File: config.mk
export PLATFORM = sky130hd
export DESIGN_NAME = alu_unit
export DESIGN_NICKNAME = d
export VERILOG_FILES = /design/src/rtl/alu_pkg.sv /design/src/rtl/alu_ctrl_dec.sv /design/src/rtl/alu_core.sv /design/src/rtl/alu_unit.sv
export SDC_FILE = /design/constraint.sdc
export NUM_CORES = 1
export LEC_CHECK = 0
export CORE_MARGIN = 1.5
export CORE_UTILIZATION = 48
export DETAILED_ROUTE_END_ITERATION = 16
export GPL_TIMING_DRIVEN = 0
export MAX_ROUTING_LAYER = met4
export PLACE_DENSITY = 0.86
export RECOVER_POWER = 50
export SLEW_MARGIN = 20
export SYNTH_ARGS = -nofsm -noshare
export SYNTH_HDL_FRONTEND = slang
export SYNTH_SLANG_ARGS = --single-unit
File: constraint.sdc
create_clock -name clk -period 4.9 [get_ports clk]
set_clock_uncertainty 0.2 [all_clocks]
set_input_delay 0.98 -clock clk [delete_from_list [all_inputs] [get_ports clk]]
set_output_delay 0.98 -clock clk [all_outputs]
set_load 0.05 [all_outputs]
File: src/rtl/alu_pkg.sv
package alu_pkg;
  localparam logic [3:0] OP_AND  = 4'b0000;
  localparam logic [3:0] OP_OR   = 4'b0001;
  localparam logic [3:0] OP_ADD  = 4'b0010;
  localparam logic [3:0] OP_SUB  = 4'b0110;
  localparam logic [3:0] OP_SLT  = 4'b0111;
  localparam logic [3:0] OP_NOR  = 4'b1100;
  localparam logic [3:0] OP_NONE = 4'b1111;

  localparam logic [1:0] CLS_MEM  = 2'b00;
  localparam logic [1:0] CLS_BRA  = 2'b01;
  localparam logic [1:0] CLS_FUNC = 2'b10;

  localparam logic [5:0] FN_ADD = 6'h20;
  localparam logic [5:0] FN_SUB = 6'h22;
  localparam logic [5:0] FN_AND = 6'h24;
  localparam logic [5:0] FN_OR  = 6'h25;
  localparam logic [5:0] FN_NOR = 6'h27;
  localparam logic [5:0] FN_SLT = 6'h2A;
endpackage

File: src/rtl/alu_ctrl_dec.sv
module alu_ctrl_dec
  import alu_pkg::*;
#(
  parameter int FUNC_W = 6
) (
  input  logic [1:0]        op_class,
  input  logic [FUNC_W-1:0] func_code,
  output logic [3:0]        op_code
);
  logic [3:0] fn_op;

  // Function-field map for the register-format class
  always_comb begin
    case (func_code)
      FUNC_W'(FN_ADD): fn_op = OP_ADD;
      FUNC_W'(FN_SUB): fn_op = OP_SUB;
      FUNC_W'(FN_AND): fn_op = OP_AND;
      FUNC_W'(FN_OR):  fn_op = OP_OR;
      FUNC_W'(FN_NOR): fn_op = OP_NOR;
      FUNC_W'(FN_SLT): fn_op = OP_SLT;
      default:         fn_op = OP_NONE;
    endcase
  end

  always_comb begin
    case (op_class)
      CLS_MEM:  op_code = OP_ADD;
      CLS_BRA:  op_code = OP_SUB;
      CLS_FUNC: op_code = fn_op;
      default:  op_code = OP_NONE;
    endcase
  end
endmodule

File: src/rtl/alu_core.sv
module alu_core
  import alu_pkg::*;
#(
  parameter int W = 32
) (
  input  logic [3:0]   op_code,
  input  logic [W-1:0] a,
  input  logic [W-1:0] b,
  output logic [W-1:0] y
);
  logic         inv_a, inv_b;
  logic [W-1:0] a_m, b_m, sum, land, lor;
  logic         ovf, less;

  assign inv_a = op_code[3];
  assign inv_b = op_code[2];
  assign a_m   = inv_a ? ~a : a;
  assign b_m   = inv_b ? ~b : b;

  // Carry-in equals the B-invert bit, so subtract is add of the negated B
  assign sum = a_m + b_m + W'(inv_b);

  genvar i;
  generate
    for (i = 0; i < W; i++) begin : g_bit
      assign land[i] = a_m[i] & b_m[i];
      assign lor[i]  = a_m[i] | b_m[i];
    end
  endgenerate

  // Signed less-than from the sign of the difference, corrected for overflow
  assign ovf  = (a_m[W-1] == b_m[W-1]) && (sum[W-1] != a_m[W-1]);
  assign less = sum[W-1] ^ ovf;

  always_comb begin
    case (op_code)
      OP_AND:  y = land;
      OP_OR:   y = lor;
      OP_ADD:  y = sum;
      OP_SUB:  y = sum;
      OP_SLT:  y = {{(W-1){1'b0}}, less};
      OP_NOR:  y = land;
      default: y = '0;
    endcase
  end
endmodule

File: src/rtl/alu_unit.sv
module alu_unit
  import alu_pkg::*;
#(
  parameter int W      = 32,
  parameter int FUNC_W = 6
) (
  input  logic              clk,
  input  logic              rst,
  input  logic [1:0]        op_class,
  input  logic [FUNC_W-1:0] func_code,
  input  logic [W-1:0]      opnd_a,
  input  logic [W-1:0]      opnd_b,
  output logic [3:0]        op_q,
  output logic [W-1:0]      res_q,
  output logic              zero_q
);
  logic [3:0]   op_d;
  logic [W-1:0] res_d;

  alu_ctrl_dec #(.FUNC_W(FUNC_W)) u_dec (
    .op_class (op_class),
    .func_code(func_code),
    .op_code  (op_d)
  );

  alu_core #(.W(W)) u_core (
    .op_code(op_d),
    .a      (opnd_a),
    .b      (opnd_b),
    .y      (res_d)
  );

  always_ff @(posedge clk) begin
    if (rst) begin
      op_q   <= OP_AND;
      res_q  <= '0;
      zero_q <= 1'b1;
    end else begin
      op_q   <= op_d;
      res_q  <= res_d;
      zero_q <= ~|res_d;
    end
  end
endmodule

==> results.json <==
{
  "outcome": "finished clean",
  "leakage_nw": 3.06,
  "gp_congestion": 1.03,
  "synth_edf_count": 0,
  "synthesis.area_um2": 5120,
  "peakVddDrop_mv": 0.228,
  "finalCritPeriodShare_pct": 99.7,
  "use_met2_pct": 50.0,
  "grtUsageMet1_pct": 40.5,
  "synthCells": 713,
  "synthFlopType": "dfxtp_1",
  "finalHoldViolCount": 0,
  "swShare_pct": 48.5,
  "track_usage_pct": 31.4,
  "final-instance-count-excl-fill": 993,
  "cts_max_level": 2,
  "period_needed_ns": 4.89,
  "yosysWarnings": 0,
  "synth_cell_types": 68,
  "core-area_um2": 10300,
  "slew_headroom_pct": 48.6,
  "final_max_slew_viol_count": 0,
  "cts_sinks": 37,
  "switchingPower_mw": 1.00,
  "final_nets": 995,
  "layout-drive-gt1-share_pct": 18.2,
  "vias_per_cell": 6.02,
  "rsz0062_at_grt": "yes",
  "worst_pin_slew_ns": 0.771,
  "grt_pass1_vias": 5371,
  "synth_area_per_cell_um2": 7.19,
  "cts_buffers": 5,
  "timing.fmax_ghz": 0.205,
  "seq_area_frac_synth_pct": 14.5,
  "yosysMostFrequentCell": "inv_1",
  "antenna_left": 0,
  "crit_path_start": "func_code[3]",
  "cts_root_buf": "clkbuf_8",
  "n_antenna_cell": 0,
  "rows": 37,
  "wl_per_cell_um": 18.5,
  "areaGrowthSynthToFinish_pct": 45.4,
  "synth_nets": 852,
  "drt_iter0_drc": 751,
  "crit_chain": "buf_6, or4b_4, o32ai_4, buf_6, buf_12, xnor2_1, ha_1, o21ai_0, o21bai_2, o211ai_1, buf_4, a31oi_4, a21o_1, xnor2_2, o211ai_1, a2111oi_2, nand4b_1, o21bai_1",
  "crit_fanout": 10,
  "end_kind": "register",
  "yosysTopAreaCellShare_pct": 15.6,
  "grt_first_pass_wirelength_mm": 27.2,
  "synthTopCellsByArea": "ha_1, dfxtp_1, xor2_1, xnor2_1, a21oi_1",
  "p_int_mw": 1.06,
  "pwr-share-comb_pct": 73.1,
  "power_density_nw_per_um2": 277,
  "clockBufferDepth": 2,
  "hp-class": "in2reg",
  "num-fill-cells": 827,
  "yosys.area.top_type": "ha_1",
  "die_h_um": 106,
  "fin_util_pct": 72.2,
  "drc": 0,
  "cts.clk_slew.worst_paths_ns": 0.07,
  "required_ns": 4.92,
  "cts_tree": "built",
  "arrival_ns": 4.91,
  "ios": 111,
  "dp.cells": 956,
  "grt.busiest_layer": "met2",
  "critical_path.max_stage_delay_ns": 0.54,
  "dr.pass1.iters": 5,
  "path_class": "in2reg",
  "dieArea_um2": 11300,
  "seq_power_share_pct": 17.2,
  "setup_viol": 0,
  "dpl.hpwl_mm": 13.3,
  "ys_ff_latch": 37,
  "postSynth.asyncResetShare_pct": 0,
  "p_clk_share_pct": 9.6,
  "cp-start-kind": "primary input",
  "grtUsageMet3_pct": 5.76,
  "yosys-top-cells-count": "inv_1, nand2_1, ha_1",
  "die_width_um": 106,
  "portBuffers": 107,
  "initial_utilization_pct": 49.6,
  "max-cap-violations": 0,
  "cpMaxStageDelayCell": "or4b_4",
  "endpoint": "zero_q$_SDFF_PP1_",
  "wl_mm": 18.3,
  "grt_max_degree": 12,
  "antenna_found_initial": 0,
  "hold_buffers": 0,
  "dr_total_vias": 5978,
  "grt_overflow": 0
}
[cell type report]
cell class	count	area, µm²	area share [%]
Clock buffer	6	72.6	0.974
Clock inverter	2	10.0	0.134
Tap cell	136	170	2.28
Buffer	29	219	2.94
Timing Repair Buffer	143	1370	18.4
Inverter	74	283	3.80
Multi-Input combinational cell	566	4590	61.6
Sequential cell	37	741	9.94
[routing by layer]
metal	part of all wire, %	routed length, µm	up-vias
li1	-	-	2775
met1	39	7190	2720
met2	46	8420	418
met3	12	2150	65
met4	3.1	566	0
met5	0	0	-
[critical path, delay by kind of cell]
kind                       cells  cell delay (ns)
xor gates and xnor gates       2             0.25
and+or+nand+nor                2             0.68
AOI/OAI and AO/OA              9             1.92
buffers and inverters          4             0.61
adders and majority gates      1             0.42
[cell usage in the layout, fill, tap and decap left out, types with 4 or more instances in the layout]
cell	netlist	routed
or3_1	6	5
buf_4	1	32
clkbuf_8	0	6
nand2b_1	5	4
nor2_1	52	49
nor2b_1	14	13
a21oi_2	0	8
clkbuf_1	27	19
xnor2_1	41	35
a21o_1	10	10
nand2_1	65	65
xor2_1	43	29
xnor2_2	0	6
buf_12	0	5
inv_1	73	72
o21ai_0	38	36
nand3_1	12	11
nand4_1	14	14
dfxtp_1	37	37
ha_4	0	11
o211ai_1	25	25
o31ai_1	6	4
ha_1	64	47
nor4_1	8	4
o21a_1	10	9
clkdlybuf4s50_1	0	100
a21oi_1	55	47
ha_2	0	6
nor3_1	12	11
a211oi_1	10	8
buf_6	0	6
xor2_2	0	11
[worst min-delay path by stage]
stage | from | to | cells after the start
after floorplan | op_class[0] | op_q[0]$_SDFF_PP0_ | 3
after global placement | rst | res_q[7]$_SDFF_PP0_ | 2
after detailed placement | rst | res_q[7]$_SDFF_PP0_ | 2
after CTS | rst | res_q[7]$_SDFF_PP0_ | 2
after global routing | rst | res_q[7]$_SDFF_PP0_ | 2
final | rst | res_q[7]$_SDFF_PP0_ | 2
[through the flow]
stage	setup WS (ns)	TNS, ns	power, mW	area (µm²)	hold slack, ns
floorplan	0.00669	0	1.22	5140	1.08
global placement	-1.54	-17.66	1.58	6380	1.14
detailed placement	-1.68	-19.17	1.58	6380	1.15
CTS	-0.00282	-0.00282	1.90	6960	0.861
global route	-0.115	-0.115	2.17	7450	0.893
finish	0.0142	0	2.07	7450	0.871
[power by group through the flow]
stage          Sequential [mW]  Combinational, mW  Clock (mW)
2_1_floorplan            0.517              0.706           0
3_5_place_dp             0.363               1.22           0
5_1_grt                  0.360               1.60       0.214
6_report                 0.356               1.51       0.199
3_3_place_gp             0.362               1.21           0
4_1_cts                  0.357               1.34       0.198
[cells by family after synthesis]
group           Yosys count  share of synthesized area, %
simple gates            218                          21.4
compound gates          196                          25.0
buf+inv                 110                          8.18
xor+xnor                 84                          14.4
fa+ha+maj                65                          16.0
flops                    37                          14.5
mux                       3                         0.635
[sequential cells by signal, summed over array words and instances, names as in the netlist]
name,count
zero_q,1
op_q,4
res_q,32
[repair_timing]
action,CTS,global route
setup buffers,21,14
setup endpoints to repair,25,5
cloned,0,1
pin swaps,25,33
gates resized for setup,95,66
Note: power is estimated with default switching activity, not from simulation.
